--- src/rtl/ltt_pkg.sv ---
`timescale 1ns/1ps
package ltt_pkg;
  localparam int DATA_W = 8;

  localparam logic [7:0] REG_AUX    = 8'h08;
  localparam logic [7:0] REG_RELOAD = 8'h09;
  localparam logic [7:0] REG_COUNT  = 8'h0A;
  localparam logic [7:0] REG_MAIN   = 8'h0B;
  localparam logic [7:0] REG_CAPT   = 8'h0C;

  typedef struct packed {
    logic arrLoad;
    logic tbClr;
    logic capClr;
    logic rlClr;
  } ltt_strobe_t;

  typedef struct packed {
    logic              tbFlag;
    logic              capFlag;
    logic              rlFlag;
    logic [DATA_W-1:0] freeCnt;
    logic [DATA_W-1:0] capVal;
    logic [DATA_W-1:0] arr;
  } ltt_status_t;
endpackage

--- src/rtl/ltt_dpath.sv ---
`timescale 1ns/1ps
module ltt_dpath import ltt_pkg::*; #(
  parameter int PER_SHORT   = 8000,
  parameter int PER_LONG    = 16000,
  parameter int SYNC_STAGES = 2
) (
  input  logic              clk,
  input  logic              rstN,
  input  logic              capIn,
  input  logic              longSel,
  input  logic [DATA_W-1:0] wrData,
  input  ltt_strobe_t       strobe,
  output ltt_status_t       status
);
  localparam int TBW = $clog2(PER_LONG + 1);
  localparam logic [TBW-1:0] LAST_SHORT = TBW'(PER_SHORT - 1);
  localparam logic [TBW-1:0] LAST_LONG  = TBW'(PER_LONG - 1);

  logic [DATA_W-1:0] freeCnt, capVal, arr, rlCnt;
  logic [TBW-1:0]    tbCnt;
  logic              tbTick, tbFlag, capFlag, rlFlag, rlWrap, edgeDet;
  logic [SYNC_STAGES:0] syncReg;

  // free-running counter
  always_ff @(posedge clk or negedge rstN)
    if (!rstN) freeCnt <= '0;
    else       freeCnt <= freeCnt + 1'b1;

  // prescaled timebase
  assign tbTick = (tbCnt >= (longSel ? LAST_LONG : LAST_SHORT));

  always_ff @(posedge clk or negedge rstN)
    if (!rstN) begin
      tbCnt  <= '0;
      tbFlag <= 1'b0;
    end else begin
      tbCnt  <= tbTick ? '0 : tbCnt + 1'b1;
      tbFlag <= tbTick | (tbFlag & ~strobe.tbClr);
    end

  // capture synchronizer and edge detector
  always_ff @(posedge clk or negedge rstN)
    if (!rstN) syncReg <= '0;
    else       syncReg <= {syncReg[SYNC_STAGES-1:0], capIn};

  assign edgeDet = syncReg[SYNC_STAGES] ^ syncReg[SYNC_STAGES-1];

  always_ff @(posedge clk or negedge rstN)
    if (!rstN) begin
      capVal  <= '0;
      capFlag <= 1'b0;
    end else if (edgeDet && !capFlag) begin
      capVal  <= freeCnt;
      capFlag <= 1'b1;
    end else if (strobe.capClr) begin
      capFlag <= 1'b0;
    end

  // auto-reload channel
  assign rlWrap = (rlCnt == '1);

  always_ff @(posedge clk or negedge rstN)
    if (!rstN) begin
      arr    <= '0;
      rlCnt  <= '0;
      rlFlag <= 1'b0;
    end else begin
      if (strobe.arrLoad) arr <= wrData;
      rlCnt  <= rlWrap ? arr : rlCnt + 1'b1;
      rlFlag <= rlWrap | (rlFlag & ~strobe.rlClr);
    end

  assign status = '{tbFlag: tbFlag, capFlag: capFlag, rlFlag: rlFlag,
                    freeCnt: freeCnt, capVal: capVal, arr: arr};

  AST_FREE_INC: assert property (@(posedge clk) disable iff (!rstN)
    1'b1 |=> freeCnt == $past(freeCnt) + 8'd1);
  AST_TB_SET: assert property (@(posedge clk) disable iff (!rstN)
    tbTick |=> tbFlag);
  AST_TB_CLR: assert property (@(posedge clk) disable iff (!rstN)
    (strobe.tbClr && !tbTick) |=> !tbFlag);
  AST_CAP_LOAD: assert property (@(posedge clk) disable iff (!rstN)
    (edgeDet && !capFlag) |=> (capFlag && capVal == $past(freeCnt)));
  AST_CAP_HOLD: assert property (@(posedge clk) disable iff (!rstN)
    capFlag |=> $stable(capVal));
  AST_RL_WRAP: assert property (@(posedge clk) disable iff (!rstN)
    rlWrap |=> (rlFlag && rlCnt == $past(arr)));
endmodule

--- src/rtl/ltt_ctrl.sv ---
`timescale 1ns/1ps
module ltt_ctrl import ltt_pkg::*; (
  input  logic              clk,
  input  logic              rstN,
  input  logic [7:0]        addr,
  input  logic [DATA_W-1:0] wrData,
  input  logic              wrEn,
  input  logic              rdEn,
  input  ltt_status_t       status,
  output ltt_strobe_t       strobe,
  output logic              longSel,
  output logic [DATA_W-1:0] rdData,
  output logic              irqTimebase,
  output logic              irqCapture,
  output logic              irqReload
);
  logic capIe, tbIe, rlIe;

  always_ff @(posedge clk or negedge rstN)
    if (!rstN) begin
      capIe   <= 1'b0;
      longSel <= 1'b0;
      tbIe    <= 1'b0;
      rlIe    <= 1'b0;
    end else if (wrEn) begin
      if (addr == REG_MAIN) begin
        capIe   <= wrData[7];
        longSel <= wrData[5];
        tbIe    <= wrData[4];
      end
      if (addr == REG_AUX) rlIe <= wrData[1];
    end

  always_comb begin
    strobe.arrLoad = wrEn && (addr == REG_RELOAD);
    strobe.tbClr   = rdEn && (addr == REG_MAIN);
    strobe.capClr  = rdEn && (addr == REG_CAPT);
    strobe.rlClr   = rdEn && (addr == REG_AUX);
  end

  always_comb begin
    case (addr)
      REG_AUX:    rdData = {6'b0, rlIe, status.rlFlag};
      REG_RELOAD: rdData = status.arr;
      REG_COUNT:  rdData = status.freeCnt;
      REG_MAIN:   rdData = {capIe, status.capFlag, longSel, tbIe, status.tbFlag, 3'b000};
      REG_CAPT:   rdData = status.capVal;
      default:    rdData = '0;
    endcase
  end

  assign irqTimebase = status.tbFlag  & tbIe;
  assign irqCapture  = status.capFlag & capIe;
  assign irqReload   = status.rlFlag  & rlIe;

  AST_CFG_WR: assert property (@(posedge clk) disable iff (!rstN)
    (wrEn && addr == REG_MAIN) |=> (longSel == $past(wrData[5])));
  AST_IRQ_ENABLE: assert property (@(posedge clk) disable iff (!rstN)
    (wrEn && addr == REG_MAIN && !wrData[4]) |=> !irqTimebase);
endmodule

--- src/rtl/lite_tick_timer.sv ---
`timescale 1ns/1ps
module lite_tick_timer import ltt_pkg::*; #(
  parameter int PER_SHORT = 8000,
  parameter int PER_LONG  = 16000
) (
  input  logic       clk,
  input  logic       rstN,
  input  logic [7:0] addr,
  input  logic [7:0] wrData,
  input  logic       wrEn,
  input  logic       rdEn,
  output logic [7:0] rdData,
  input  logic       capIn,
  output logic       irqTimebase,
  output logic       irqCapture,
  output logic       irqReload
);
  ltt_strobe_t strobe;
  ltt_status_t status;
  logic        longSel;

  ltt_ctrl u_ctrl (
    .clk(clk), .rstN(rstN), .addr(addr), .wrData(wrData), .wrEn(wrEn), .rdEn(rdEn),
    .status(status), .strobe(strobe), .longSel(longSel), .rdData(rdData),
    .irqTimebase(irqTimebase), .irqCapture(irqCapture), .irqReload(irqReload)
  );

  ltt_dpath #(.PER_SHORT(PER_SHORT), .PER_LONG(PER_LONG), .SYNC_STAGES(2)) u_dpath (
    .clk(clk), .rstN(rstN), .capIn(capIn), .longSel(longSel), .wrData(wrData),
    .strobe(strobe), .status(status)
  );
endmodule

--- config.mk ---
export PLATFORM = sky130hd
export DESIGN_NAME = lite_tick_timer
export DESIGN_NICKNAME = d
export VERILOG_FILES = /design/src/rtl/ltt_pkg.sv /design/src/rtl/ltt_dpath.sv /design/src/rtl/ltt_ctrl.sv /design/src/rtl/lite_tick_timer.sv
export SDC_FILE = /design/constraint.sdc
export NUM_CORES = 1
export LEC_CHECK = 0
export BUFFER_PORTS_ARGS = -buffer_cell sky130_fd_sc_hd__clkbuf_2
export CORE_ASPECT_RATIO = 0.7
export CORE_MARGIN = 5
export CORE_UTILIZATION = 30
export DETAILED_ROUTE_END_ITERATION = 8
export GPL_ROUTABILITY_DRIVEN = 1
export PLACE_DENSITY = 0.5
export SYNTH_ARGS = -nofsm -noshare
export SYNTH_HDL_FRONTEND = slang
export SYNTH_HIERARCHICAL = 1
export SYNTH_SLANG_ARGS = --single-unit
--- constraint.sdc ---
create_clock -name clk -period 1.6 [get_ports clk]
set_input_delay 0 -clock clk [delete_from_list [all_inputs] [get_ports clk]]
set_output_delay 0 -clock clk [all_outputs]
set_load 0.02 [all_outputs]
==> flow_metrics.tcl <==
set metrics [dict create \
    initial_utilization 0.312 \
    multi_input_area_mm2 0.00138 \
    drc_errors 0 \
    peakVddDrop_uv 381 \
    vias 2067 \
    cts-root-buf "clkbuf_16" \
    antenna_found_initial 0 \
    required_ns 1.79 \
    core_mm2 0.00922 \
    p_per_area_mw_per_mm2 797 \
    drv_slew 0 \
    min_to "u_dpath/rlFlag" \
    ys_ff_latch 56 \
    yosys_warnings 6 \
    min-delay-start "rdEn" \
    setup_tns_ns 0 \
    synth-edff-count 0 \
    yosysSeqAreaShare 0.487 \
    status "completed" \
    startpoint_type "flop" \
    netlist_area_mm2 0.00288 \
    async_flop_share 1.00 \
    diodes 0 \
    rows 29 \
    ios 32 \
    r2r_start "u_ctrl/longSel" \
    end_kind "flop" \
    fin_crit_ns 1.50 \
    min_period_over_period 0.941 \
    drive_gt1_frac 0.272 \
    dieArea_mm2 0.0117 \
    max_freq_ghz 0.665 \
    r2r_cells 6 \
    rsz0062_at_grt "no" \
    fin_skew_ns 0.0150 \
    critPathMaxStageDelay_ns 0.42 \
    area_delta_synth_final_pct 21.2 \
    hold_viol 0 \
    setup_violations 0 \
    crit_family "flip-flops" \
    grtUsageTotal 0.117 \
    grt_pass1_wl_mm 11.0 \
    cts_max_level 2 \
    worstPathBufferInverterCount 1 \
    wirelength_mm 6.44 \
    syn_nets 291 \
    ys_types 41 \
    num-fill-cells 963 \
    dp_hpwl_mm 4.81 \
    path_max_fanout 15 \
    cap_violations 0 \
    wire_per_inst_um 14.8 \
    port_buffers 31 \
    relSlewSlack 0.681 \
    via_per_inst 4.74 \
    grt_max_degree 21 \
    clk_latency_ns 0.30 \
    drtPass1Iterations 4 \
    die_width_um 127 \
    worst_slew_pin_slew_ns 0.479 \
    path_cells "ha_1 -> nor2b_2 -> nand4_2 -> a31oi_4 -> buf_12 -> a21o_1" \
    cp.arrival_ns 1.69 \
    critical_path_class "flop to flop" \
    synth_ff_type "dfrtp_1" \
    p_total_w 0.00278 \
    critPathSlowestCell "dfrtp_1" \
    routabilityCongestion 0.751 \
    worstHoldPathType "input port to flop" \
    drtIter0Drc 120 \
    netlist_instances 264 \
    seq_area_mm2 0.00140 \
    syn_area_per_cell_um2 10.9 \
    cts_buffers 5 \
    die_height_um 91.9 \
    cts_setup_buffers 0 \
    leakagePower_nw 1.61 \
    clk_path_buf_depth 2 \
    rrSetupSlack_ns 0.1 \
    tritoncts "built" \
    antenna_left 0 \
    grt_pass1_vias 2125 \
    reg2reg_to "u_dpath/tbFlag" \
    cts_sinks 56 \
    grt_overflow_total 0 \
    hold_depth 3 \
    cts.clk_slew.worst_paths_ns 0.08 \
    layout.nets 338 \
]
## kinds of logic after synthesis
group,after synthesis,share of synthesized area
mux,25,0.0957
simple gates,95,0.196
flops,56,0.487
fa+ha+maj,6,0.0261
compound gates,39,0.0888
buf+inv,20,0.0357
xor+xnor,23,0.0701
## cell usage in the layout, fill, tap and decap left out, drive strengths merged, types with 9 or more instances in the layout
master        n
xnor2        12
nor2         25
dfrtp        56
mux2         20
xor2         11
dlygate4sd3  10
clkbuf       36
buf          13
nand3         9
nand3b       12
a21oi        13
nand4         9
nand2        11
## cells in the mapped netlist, types with 2 or more instances
master	instances	area [um2]
a31oi_1	4	25.0
buf_4	3	22.5
nor2_1	24	90.1
inv_1	6	22.5
a21oi_1	13	65.1
nand4_2	3	37.5
nand4_1	6	37.5
mux2i_1	5	50.1
o21a_1	5	37.5
nor3_1	4	20.0
nand2_1	11	41.3
clkbuf_1	2	7.51
a21o_1	2	15.0
nand3_1	9	45.0
o21ai_0	6	30.0
and3_1	8	50.1
a21boi_0	3	22.5
nand3b_1	12	90.1
nor4_2	2	25.0
xnor2_1	12	105
and2_1	4	25.0
nor2b_1	4	25.0
a22oi_1	2	15.0
mux2_2	20	225
ha_1	6	75.1
xor2_1	11	96.3
buf_2	7	35.0
dfrtp_1	56	1400
a211oi_1	2	15.0
## worst max-delay path by stage
stage | cells past startpoint | end | start | slack [ns]
2_1_floorplan | 6 | u_dpath/tbCnt[11] | u_dpath/tbCnt[8] | 0.07
3_3_place_gp | 6 | u_dpath/tbCnt[11] | u_ctrl/longSel | 0.07
3_5_place_dp | 6 | u_dpath/tbCnt[5] | u_ctrl/longSel | 0.05
4_1_cts | 6 | u_dpath/tbCnt[2] | u_ctrl/longSel | 0.03
5_1_grt | 6 | u_dpath/tbCnt[3] | u_ctrl/longSel | 0.02
6_report | 6 | u_dpath/tbFlag | u_ctrl/longSel | 0.1
## metal layers
metal  GRT usage  vias to the layer above  wire (um)
met4      0.0357                        0        102
met2       0.175                       28       2770
li1            -                     1024          -
met3      0.0308                       12        225
met1       0.167                     1003       3340
met5           0                        -          0
## state kept, by name (all words and copies together), names as in the netlist, 3 cells and up
signal,flops
u_dpath/arr,8
u_dpath/capVal,8
u_dpath/freeCnt,8
u_dpath/rlCnt,8
u_dpath/syncReg,3
u_dpath/tbCnt,14
## tightest hold or removal path, delay by kind of cell
kind	cells	cell delay [ns]
buffers and inverters	1	0.10
AND/OR/NAND/NOR	1	0.14
AO/OA/AOI/OAI	1	0.06
## repair_timing
action | CTS | global route
resized for setup | 0 | 4
hold buffers | 10 | 0
setup endpoints to repair | 0 | 18
endpoints found under the hold margin | 25 | 0
## per-stage QoR
stage	area [um2]	std cells	worst slack, ns	utilization	hold WS, ns
after CTS	3470	436	0.0341	0.377	0.0329
after detailed placement	3230	418	0.0535	0.350	-0.0208
after floorplan	2880	264	0.0695	-	-0.296
final	3490	436	0.0952	0.378	0.0361
after global placement	3230	418	0.0693	0.350	-0.0278
after global routing	3490	436	0.0195	0.378	0.0523
## final cells by class
class,count,share of cell area
flip-flops and latches,56,0.402
multi-input cells,188,0.397
repair buffers,54,0.108
well taps,124,0.0445
clock buffers,5,0.0359
inverters,6,0.00646
clock inverters,3,0.00610
## where the power goes
group	switching, W	leakage, nW	total [W]	internal (W)
Clock	0.000525	0.0702	0.00111	0.000585
Sequential	0.0000207	0.710	0.00147	0.00144
Combinational	0.000110	0.826	0.000204	0.0000939
Total	0.000656	1.61	0.00278	0.00212
No activity file was read; power rests on OpenSTA's default activity.
